<file path="src/rtl/chan_scan_pkg.sv">
package chan_scan_pkg;

    localparam int NUM_CH  = 16;
    localparam int CH_W    = $clog2(NUM_CH);
    localparam int GAIN_W  = 2;
    localparam int CFG_W   = GAIN_W + 1;
    localparam int BYTE_W  = 8;

    typedef logic [CH_W-1:0] chan_t;

    typedef struct packed {
        logic              unipolar;
        logic [GAIN_W-1:0] gain;
    } range_cfg_t;

    typedef struct packed {
        chan_t stop;
        chan_t start;
    } scan_win_t;

    localparam range_cfg_t RANGE_RESET = '{unipolar: 1'b0, gain: '0};

    function automatic chan_t chan_inc(input chan_t c);
        if (int'(c) == NUM_CH - 1)
            return '0;
        else
            return c + chan_t'(1);
    endfunction

    function automatic chan_t chan_follow(input chan_t cur, input scan_win_t win);
        if (cur == win.stop)
            return win.start;
        else
            return chan_inc(cur);
    endfunction

endpackage

</file>
<file path="src/rtl/scan_window_reg.sv">
module scan_window_reg
    import chan_scan_pkg::*;
(
    input  logic      clk,
    input  logic      rst,
    input  logic      scan_wr,
    input  scan_win_t scan_wdata,
    input  logic      conv_done,
    output scan_win_t win_q,
    output chan_t     cur_q,
    output chan_t     nxt
);

    chan_t cur_d;

    assign nxt = chan_follow(cur_q, win_q);

    always_comb begin
        cur_d = cur_q;
        if (scan_wr)
            cur_d = scan_wdata.start;
        else if (conv_done)
            cur_d = nxt;
    end

    always_ff @(posedge clk) begin
        if (rst) begin
            win_q <= '0;
            cur_q <= '0;
        end else begin
            if (scan_wr)
                win_q <= scan_wdata;
            cur_q <= cur_d;
        end
    end

endmodule

</file>
<file path="src/rtl/chan_range_bank.sv">
module chan_range_bank
    import chan_scan_pkg::*;
#(
    parameter int DEPTH = NUM_CH
) (
    input  logic       clk,
    input  logic       rst,
    input  logic       wr_en,
    input  chan_t      wr_idx,
    input  range_cfg_t wr_cfg,
    input  chan_t      rd_idx,
    output range_cfg_t rd_cfg
);

    range_cfg_t entry_q [DEPTH];

    for (genvar i = 0; i < DEPTH; i++) begin : g_entry
        always_ff @(posedge clk) begin
            if (rst)
                entry_q[i] <= RANGE_RESET;
            else if (wr_en && (int'(wr_idx) == i))
                entry_q[i] <= wr_cfg;
        end
    end

    assign rd_cfg = entry_q[rd_idx];

endmodule

</file>
<file path="src/rtl/scan_status_fmt.sv">
module scan_status_fmt
    import chan_scan_pkg::*;
(
    input  chan_t             cur,
    input  range_cfg_t        cfg,
    input  scan_win_t         win,
    output logic [BYTE_W-1:0] cfg_byte,
    output logic [BYTE_W-1:0] win_byte
);

    always_comb begin
        cfg_byte = '0;
        cfg_byte[CH_W-1:0]            = cur;
        cfg_byte[CH_W +: GAIN_W]      = cfg.gain;
        cfg_byte[CH_W + GAIN_W]       = cfg.unipolar;
        win_byte = '0;
        win_byte[2*CH_W-1:0]          = win;
    end

endmodule

</file>
<file path="src/rtl/chan_scan_seq.sv">
module chan_scan_seq
    import chan_scan_pkg::*;
(
    input  logic              clk,
    input  logic              rst,
    input  logic              scan_wr,
    input  logic [BYTE_W-1:0] scan_wdata,
    input  logic              range_wr,
    input  logic [CFG_W-1:0]  range_wdata,
    input  logic              conv_done,
    output logic [CH_W-1:0]   fe_chan,
    output logic [GAIN_W-1:0] fe_gain,
    output logic              fe_unipolar,
    output logic [BYTE_W-1:0] scan_rdata,
    output logic [BYTE_W-1:0] cur_cfg,
    output logic [CH_W-1:0]   next_chan
);

    scan_win_t  win_q;
    chan_t      cur_q;
    chan_t      nxt;
    range_cfg_t cur_range;

    scan_window_reg u_win (
        .clk        (clk),
        .rst        (rst),
        .scan_wr    (scan_wr),
        .scan_wdata (scan_win_t'(scan_wdata[2*CH_W-1:0])),
        .conv_done  (conv_done),
        .win_q      (win_q),
        .cur_q      (cur_q),
        .nxt        (nxt)
    );

    chan_range_bank u_bank (
        .clk    (clk),
        .rst    (rst),
        .wr_en  (range_wr),
        .wr_idx (cur_q),
        .wr_cfg (range_cfg_t'(range_wdata)),
        .rd_idx (cur_q),
        .rd_cfg (cur_range)
    );

    scan_status_fmt u_fmt (
        .cur      (cur_q),
        .cfg      (cur_range),
        .win      (win_q),
        .cfg_byte (cur_cfg),
        .win_byte (scan_rdata)
    );

    assign fe_chan     = cur_q;
    assign fe_gain     = cur_range.gain;
    assign fe_unipolar = cur_range.unipolar;
    assign next_chan   = nxt;

endmodule

</file>
<file path="config.mk">
export PLATFORM = sky130hd
export DESIGN_NAME = chan_scan_seq
export DESIGN_NICKNAME = d
export VERILOG_FILES = /design/src/rtl/chan_scan_pkg.sv /design/src/rtl/scan_window_reg.sv /design/src/rtl/chan_range_bank.sv /design/src/rtl/scan_status_fmt.sv /design/src/rtl/chan_scan_seq.sv
export SDC_FILE = /design/constraint.sdc
export NUM_CORES = 1
export LEC_CHECK = 0
export BUFFER_PORTS_ARGS = -buffer_cell sky130_fd_sc_hd__buf_4
export CAP_MARGIN = 20
export CORE_MARGIN = 4
export CORE_UTILIZATION = 50
export DETAILED_ROUTE_END_ITERATION = 6
export PLACE_DENSITY = 0.7
export SETUP_SLACK_MARGIN = 0.15
export SLEW_MARGIN = 20
export SYNTH_ARGS = -nofsm -noshare
export SYNTH_HDL_FRONTEND = slang
export SYNTH_SLANG_ARGS = --single-unit
</file>
<file path="constraint.sdc">
create_clock -name clk -period 1.96 [get_ports clk]
set_input_delay 0.098 -clock clk [delete_from_list [all_inputs] [get_ports clk]]
set_output_delay 0.098 -clock clk [all_outputs]
set_load 0.01 [all_outputs]
</file>
; ---- Yosys cells after proc, flatten, opt, wreduce, memory -nomap -nowiden
; Memories as Yosys holds them, arrays and structs flattened. A register that Yosys moved wholly into a read port is not among the register bits.
; Cells that the tools add are included.
[word_totals]
regBits = 12
mem_bits_rw = 48
out_inout_bits = 27
wordCells = 127
mem_count = 1
[memory_table]
columns = name, words, width, read_ports, rd_ports_with_merged_regs, write_ports, line
row1 = u_bank.entry_q, 16, 3, 1, 1, 16, chan_range_bank.sv:15  ; range_cfg_t entry_q [DEPTH];
[classes]
add_sub_neg = 1
n_eq_ne = 16
muxes = 72
n_bitwise = 16
reduce_logical = 18
[ops]
columns = op, count
row1 = 2-to-1 mux 1 bit, 50
row2 = 2-to-1 mux 3 bit, 16
row3 = == test 4 bit (second input constant), 8
row4 = 2-to-1 mux 4 bit, 6
row5 = == test 4 x 3 -> 1 bit (second input constant), 4
row6 = logical AND 1 bit, 16
row7 = bitwise OR 1 bit, 16
row8 = == test 4 x 2 -> 1 bit (second input constant), 2
row9 = adder 4 x 1 -> 4 bit (second input constant), 1
row10 = == test 4 x 1 -> 1 bit (second input constant), 1
row11 = == test 4 bit, 1
row12 = zero test 4 bit, 1
row13 = nonzero test 2 bit, 1

; ---- Longest topological paths before layout
; Gate-level depths: netlist (run 1).
[depth]
ltp_word = 7
mapped_depth = 5

; ---- Modules after synthesis
; From an unflattened synthesis (run 1), not the netlist that was laid out.
[unflattened]
cells_unflattened = 263
area_unflattened_um2 = 3195.6
[by_module_without_submodules]
columns = mod, n_inst, cells_per_inst, area_each_um2, seq_area_each_um2
row1 = chan_range_bank, 1, 178, 2431.1, 1441.4
row2 = scan_window_reg, 1, 68, 640.6, 240.2
row3 = scan_status_fmt, 1, 17, 123.9, 0.0

; ---- Worst setup path after synthesis (run 1)
; Ideal clock, no wire load.
[synth_timing]
path_type = register to register
from = register u_win.cur_q[1]
to = register (tool-made name)
setup_time_ns = 0.124
arrival_ns = 1.556
required_ns = 1.836
path_slack_ns = 0.280
stages_incl_launch_ff = 6
path_buffers = 0
synth_period_minus_slack_ns = 1.680
cell_sequence = dfxtp_1 -> ha_1 -> a21oi_1 -> o22a_1 -> mux2_4 -> o31a_1
[synth_rtl]
columns = item, line
row1 = start: declaration, scan_window_reg.sv:10  ; output chan_t cur_q,
row2 = start signal: assignment, scan_window_reg.sv:33  ; cur_q <= cur_d;

==> results of run 1 <==
[worst max-delay path: stages (launching register included)]
cell,delay (ns)
dfxtp_4,0.39
buf_12,0.14
mux4_2,0.51
a22oi_2,0.24
nand2_2,0.09
buf_6,0.13
[sequential cells by signal (all words and copies together), names as in the netlist, named ones only]
register        flops
u_bank.entry_q     48
u_win.win_q         8
u_win.cur_q         4
[worst paths after layout]
| path | startpoint | slack, ns | end |
|---|---|---|---|
| setup reg to reg | u_win.cur_q[1] | 0.30 | u_bank.entry_q[9][2] |
| hold reg to reg | u_win.win_q[2] | 0.53 | u_win.win_q[2] |
| setup / recovery | flop | 0.02 | cur_cfg[4] |
| hold / removal | scan_wdata[0] | 0.04 | u_win.win_q[0] |
[final cells by class]
cell class	instances	area (um2)
fillers	444	2140
well taps	75	93.8
inverters	4	15.0
multi-input cells	167	1340
flip-flops and latches	64	1780
clock inverters	3	40.0
clock buffers	13	169
repair buffers	56	493
[through the flow]
stage | total power [W] | hold WS, ns
floorplan | 0.00193 | 0.245
global placement | 0.00210 | 0.330
detailed placement | 0.00211 | 0.339
CTS | 0.00332 | 0.0224
global route | 0.00346 | 0.0434
finish | 0.00331 | 0.0357
[kinds of logic (layout without fill, tap and decap cells)]
group	count (synthesis)	count (layout)	share of synthesized area [%]
AND/OR/NAND/NOR	101	101	17.0
flip-flops	64	64	55.0
multiplexers	24	24	12.8
AO/OA/AOI/OAI	32	32	6.33
buffers and inverters	26	76	4.65
other	1	1	0.117
adder cells (fa/ha/maj)	4	4	1.56
XOR/XNOR	5	5	2.42
[cell usage in the layout, fill, tap and decap left out, types with 2 or more instances in the layout]
cell and n:
nor2b_1 3, dfxtp_2 2, inv_1 4, a31o_1 3, buf_6 6, nor2_1 30
nand2_2 3, dfxtp_4 3, clkbuf_8 12, dlygate4sd3_1 7, mux2i_1 8, clkinv_2 2
nand2_1 5, ha_1 3, nand2b_1 2, a22oi_1 4, nor3_1 2, and2_1 49
nand3_1 4, buf_4 41, xnor2_4 2, a22oi_2 5, mux2_4 4, mux4_2 12
dfxtp_1 11, o21ai_0 16, edfxtp_1 48
[what timing repair did]
action	CTS	global route
endpoints found under the hold margin	7	0
buffers inserted	0	2
endpoints found under the setup margin	13	10
pin swaps	7	2
hold buffers	7	0
cloned	1	0
gates resized for setup	20	5
[power breakdown]
part / switching, W / leakage, nW / internal [W]
registers: 0.0000553 / 0.631 / 0.00153
logic: 0.000264 / 0.808 / 0.000297
clock network: 0.000482 / 0.109 / 0.000688
[metal layers]
layer	vias to the layer above	wire (um)	track usage (%)
li1	998	-	-
met1	1003	2700	25.2
met2	82	3530	32.2
met3	8	495	5.08
met4	0	102	8.51
met5	-	0	0
==> results.yml, run 1 <==
outcome:
  status: "completed"
placement:
  dpl.hpwl_um: 4820
  io_buffers: 41
  pre_cts_slack_ns: 0.145
  place_area_um2: 3520
  place.gp.congestion: 0.768
  placedCellCount: 356
die:
  rows: 28
  die_h_um: 88.0
  initial_core_util_pct: 52.8
  chipWidth_um: 88.0
  io_pins: 43
  core_region_area_um2: 6060
  die_area_um2: 7740
grt:
  overflow: 0
  grt_first_pass_wirelength_um: 11200
  grt_pass1_vias: 2200
  grt_use_total_pct: 19.8
  grt_max_degree: 17
  antenna_found_initial: 0
cts:
  cts_buffers: 9
  clock_path_buffers: 2
  clk_pin_slew_worst_paths_ns: 0.07
  clk_latency_ns: 0.34
  clock-sinks: 64
  h-tree-depth: 3
  root_buffer: "clkbuf_8"
  cts_tree: "yes"
synthesis:
  synth_async_sr_flop_share_pct: 0
  syn_inst: 257
  synth_warnings: 0
  synth.avg_cell_area_um2: 12.5
  synth_area_leaders: "edfxtp_1 (45%), dfxtp_1 (10%), and2_1 (9.6%), mux4_2 (8.4%), nor2_1 (3.5%)"
  synthDistinctLibCells: 35
  synth_ff_type: "edfxtp_1"
  synth_top_cells_by_count: "and2_1 (49), edfxtp_1 (48), nor2_1 (30), dfxtp_1 (16), o21ai_0 (16)"
  yosysTopAreaCellShare_pct: 45.0
  syn_area_um2: 3200
  yosys.area.top_type: "edfxtp_1"
  synthesis.nets: 277
  seq_area_frac_synth_pct: 55.0
  synth_edf_count: 48
  ys_ff_latch: 64
  synth.most_common_cell: "and2_1"
setup_path:
  worstSetupEndpointType: "primary output"
  path_class: "reg -> out"
  critPathLaunchType: "flop"
  crit_fanout: 6
  arrival_ns: 1.84
  worstRegToRegCells: 5
  cp_data_required_time_ns: 1.86
timing:
  setup_tns_ns: 0
  setup_viol: 0
  rsz0062_at_grt: "true"
  drv_slew: 0
  min_period_ns: 1.94
  max_slew_margin_pct: 63.0
  fin_crit_sh_pct: 98.7
  skew_ns: 0.00862
  fmax_mhz: 517
  tightest_slew_ns: 0.549
  final_hold_viol_count: 0
  fin_ws_ns: 0.0248
cells_and_area:
  final-instance-count-excl-fill: 382
  diodes: 0
  area_growth_pct: 22.6
  final_area_um2: 3920
  nNetsFinal: 322
  fin_util_pct: 64.7
  final_layout_size_suffix_gt1_share_pct: 32.6
route:
  via_per_inst: 5.47
  postRouteAntennaNets: 0
  wl_per_cell_um: 17.9
  routed_wl_um: 6830
  drtIter0Drc: 113
  vias: 2091
  drc: 0
  first_pass_iters: 5
flow_run:
  max-cap-violations: 0
worst_hold_path:
  whs_path_depth: 3
  hold_path.class: "in -> reg"
power_and_ir_drop:
  vdd_drop_max_mv: 0.427
  total_leakage_power_nw: 1.55
  power_density_nw_per_um2: 845
(Power assumes the default switching activity.)
==> run 2: changes to the inputs <==
--- a/config.mk
+++ b/config.mk
@@ -7,10 +7,12 @@
 export LEC_CHECK = 0
 export BUFFER_PORTS_ARGS = -buffer_cell sky130_fd_sc_hd__buf_4
 export CAP_MARGIN = 20
+export CELL_PAD_IN_SITES_DETAIL_PLACEMENT = 1
+export CELL_PAD_IN_SITES_GLOBAL_PLACEMENT = 2
 export CORE_MARGIN = 4
-export CORE_UTILIZATION = 50
+export CORE_UTILIZATION = 39
 export DETAILED_ROUTE_END_ITERATION = 6
-export PLACE_DENSITY = 0.7
+export PLACE_DENSITY = 0.78
 export SETUP_SLACK_MARGIN = 0.15
 export SLEW_MARGIN = 20
 export SYNTH_ARGS = -nofsm -noshare
==> run 2 against run 1 <==
  * Die area grew 26%
  * Design area increased by 2.4%
  * Global-route usage fell by 3.4 points
  * Sequential power about the same
  * Clock skew is 0.00063 ns higher
  * Setup slack better by 0.019 ns
  * Sequential share of layout area is 0.92 points lower
  * Largest cell class unchanged
  * Clock power grew 6%
  * Core utilization fell by 14 points
==> results.yml, run 2 (synthesis gave the netlist of run 1 again) <==
route:
  drc: 0
  via_per_inst: 5.05
  routed_wl_um: 7330
  vias: 2070
  first_pass_iters: 4
  drtIter0Drc: 90
  wl_per_cell_um: 17.9
  postRouteAntennaNets: 0
grt:
  grt_max_degree: 17
  overflow: 0
  grt_pass1_vias: 2281
  grt_use_total_pct: 16.4
  antenna_found_initial: 0
  grt_first_pass_wirelength_um: 12100
cells_and_area:
  final-instance-count-excl-fill: 410
  largest_registers: "u_bank.entry_q (48), u_win.win_q (8), u_win.cur_q (4)"
  diodes: 0
  largest-register: "u_bank.entry_q"
  nNetsFinal: 323
  seq_area_um2: 1780
  final_cell_mix: "and2_1 (49), edfxtp_1 (48), buf_4 (39)"
  num-fill-cells: 835
  multi_input_area_um2: 1360
  final_layout_size_suffix_gt1_share_pct: 34.1
  final_area_um2: 4020
  area_growth_pct: 25.4
  final_common_cell: "and2_1"
  largest_reg_flops: 48
cts:
  clk_latency_ns: 0.34
  clock-sinks: 64
  cts_tree: "yes"
  cts_buffers: 9
  clock_path_buffers: 2
  h-tree-depth: 3
  clk_pin_slew_worst_paths_ns: 0.07
  root_buffer: "clkbuf_8"
placement:
  io_buffers: 41
  place.gp.congestion: 0.746
  placedCellCount: 386
  dpl.hpwl_um: 5380
  pre_cts_slack_ns: 0.220
  place_area_um2: 3570
setup_path:
  crit_cells: 5
  critPathLaunchType: "flop"
  worstSetupEndpointType: "primary output"
  crit_chain: "buf_12 > mux4_2 > a22oi_2 > nand2_2 > buf_4"
  cp_data_required_time_ns: 1.86
  cp_slowest_stage_delay_ns: 0.53
  r2r_start: "u_win.cur_q[1]"
  path_buf_inv: 2
  path_class: "reg -> out"
  regToRegSetupSlack_ns: 0.35
  crit_fanout: 6
  crit_family: "multiplexers"
  arrival_ns: 1.82
  r2r-end: "u_bank.entry_q[13][1]"
  crit_slowest_cell: "mux4_2"
  cp-endpoint: "cur_cfg[5]"
  worstRegToRegCells: 4
timing:
  fmax_mhz: 522
  max_slew_margin_pct: 64.2
  min_period_ns: 1.92
  rsz0062_at_grt: "true"
  skew_ns: 0.00925
  final_hold_viol_count: 0
  tightest_slew_ns: 0.532
  drv_slew: 0
  fin_ws_ns: 0.0436
  setup_viol: 0
  setup_tns_ns: 0
  fin_crit_sh_pct: 97.8
worst_hold_path:
  hold_path.class: "in -> reg"
flow_run:
  max-cap-violations: 0
power_and_ir_drop:
  total_leakage_power_nw: 1.55
  vdd_drop_max_mv: 0.358
  total_power_w: 0.00341
  power_density_nw_per_um2: 849
die:
  die_h_um: 98.6
  chipWidth_um: 98.6
  io_pins: 43
  rows: 32
  initial_core_util_pct: 40.8
  die_area_um2: 9720
  core_region_area_um2: 7850
outcome:
  status: "completed"
## run 2: changes by cell type in the layout (fill, tap and decap cells not counted), sizes merged
cell,before,now
buf,49,51
clkbuf,13,9
bufinv,1,2
dlygate4sd3,7,6
clkinvlp,0,3
## run 2: layout make-up
| type | count | area share [%] |
|---|---|---|
| Sequential cell | 64 | 44.3 |
| Multi-Input combinational cell | 167 | 33.8 |
| Timing Repair Buffer | 57 | 12.8 |
| Tap cell | 102 | 3.18 |
| Clock buffer | 9 | 3.09 |
| Clock inverter | 7 | 2.40 |
| Inverter | 4 | 0.374 |
## run 2: power by group
part           internal (W)  leakage, nW  switching, W
clock network      0.000715        0.101      0.000524
logic              0.000311        0.821      0.000275
registers           0.00152        0.631     0.0000574
total               0.00255         1.55      0.000857
## run 2: worst min-delay path: stages
cell	delay [ns]
buf_4	0.09
mux2i_1	0.06
nor2_1	0.07
## run 2: metrics by stage
stage | utilization, % | hold WS (ns)
floorplan | - | 0.245
global route | 51.2 | 0.0116
finish | 51.2 | 0.0153
global placement | 45.6 | 0.332
CTS | 50.0 | 0.000318
detailed placement | 45.6 | 0.341
## run 2: worst min path at each step
stage	startpoint	endpoint	slack [ns]	cells after the start
after floorplan	scan_wdata[0]	u_win.win_q[0]	0.25	2
after global placement	scan_wdata[7]	u_win.win_q[7]	0.33	3
after detailed placement	scan_wdata[7]	u_win.win_q[7]	0.34	3
after CTS	scan_wdata[2]	u_win.win_q[2]	0.0003	3
after global routing	scan_wdata[2]	u_win.win_q[2]	0.01	3
final	scan_wdata[2]	u_win.win_q[2]	0.02	3
## run 2: repair_timing
action	CTS	global route
hold endpoints to repair	6	0
pin swaps	5	1
hold buffers	6	0
gates resized for setup	14	20
setup endpoints to repair	10	10
gates cloned	1	0
setup buffers	0	1
## run 2: routing by layer
layer	wire length, um	track usage [%]	vias up
li1	-	-	1005
met1	3150	20.2	985
met2	3560	26.8	65
met3	452	5.38	15
met4	168	6.20	0
met5	0	0	-
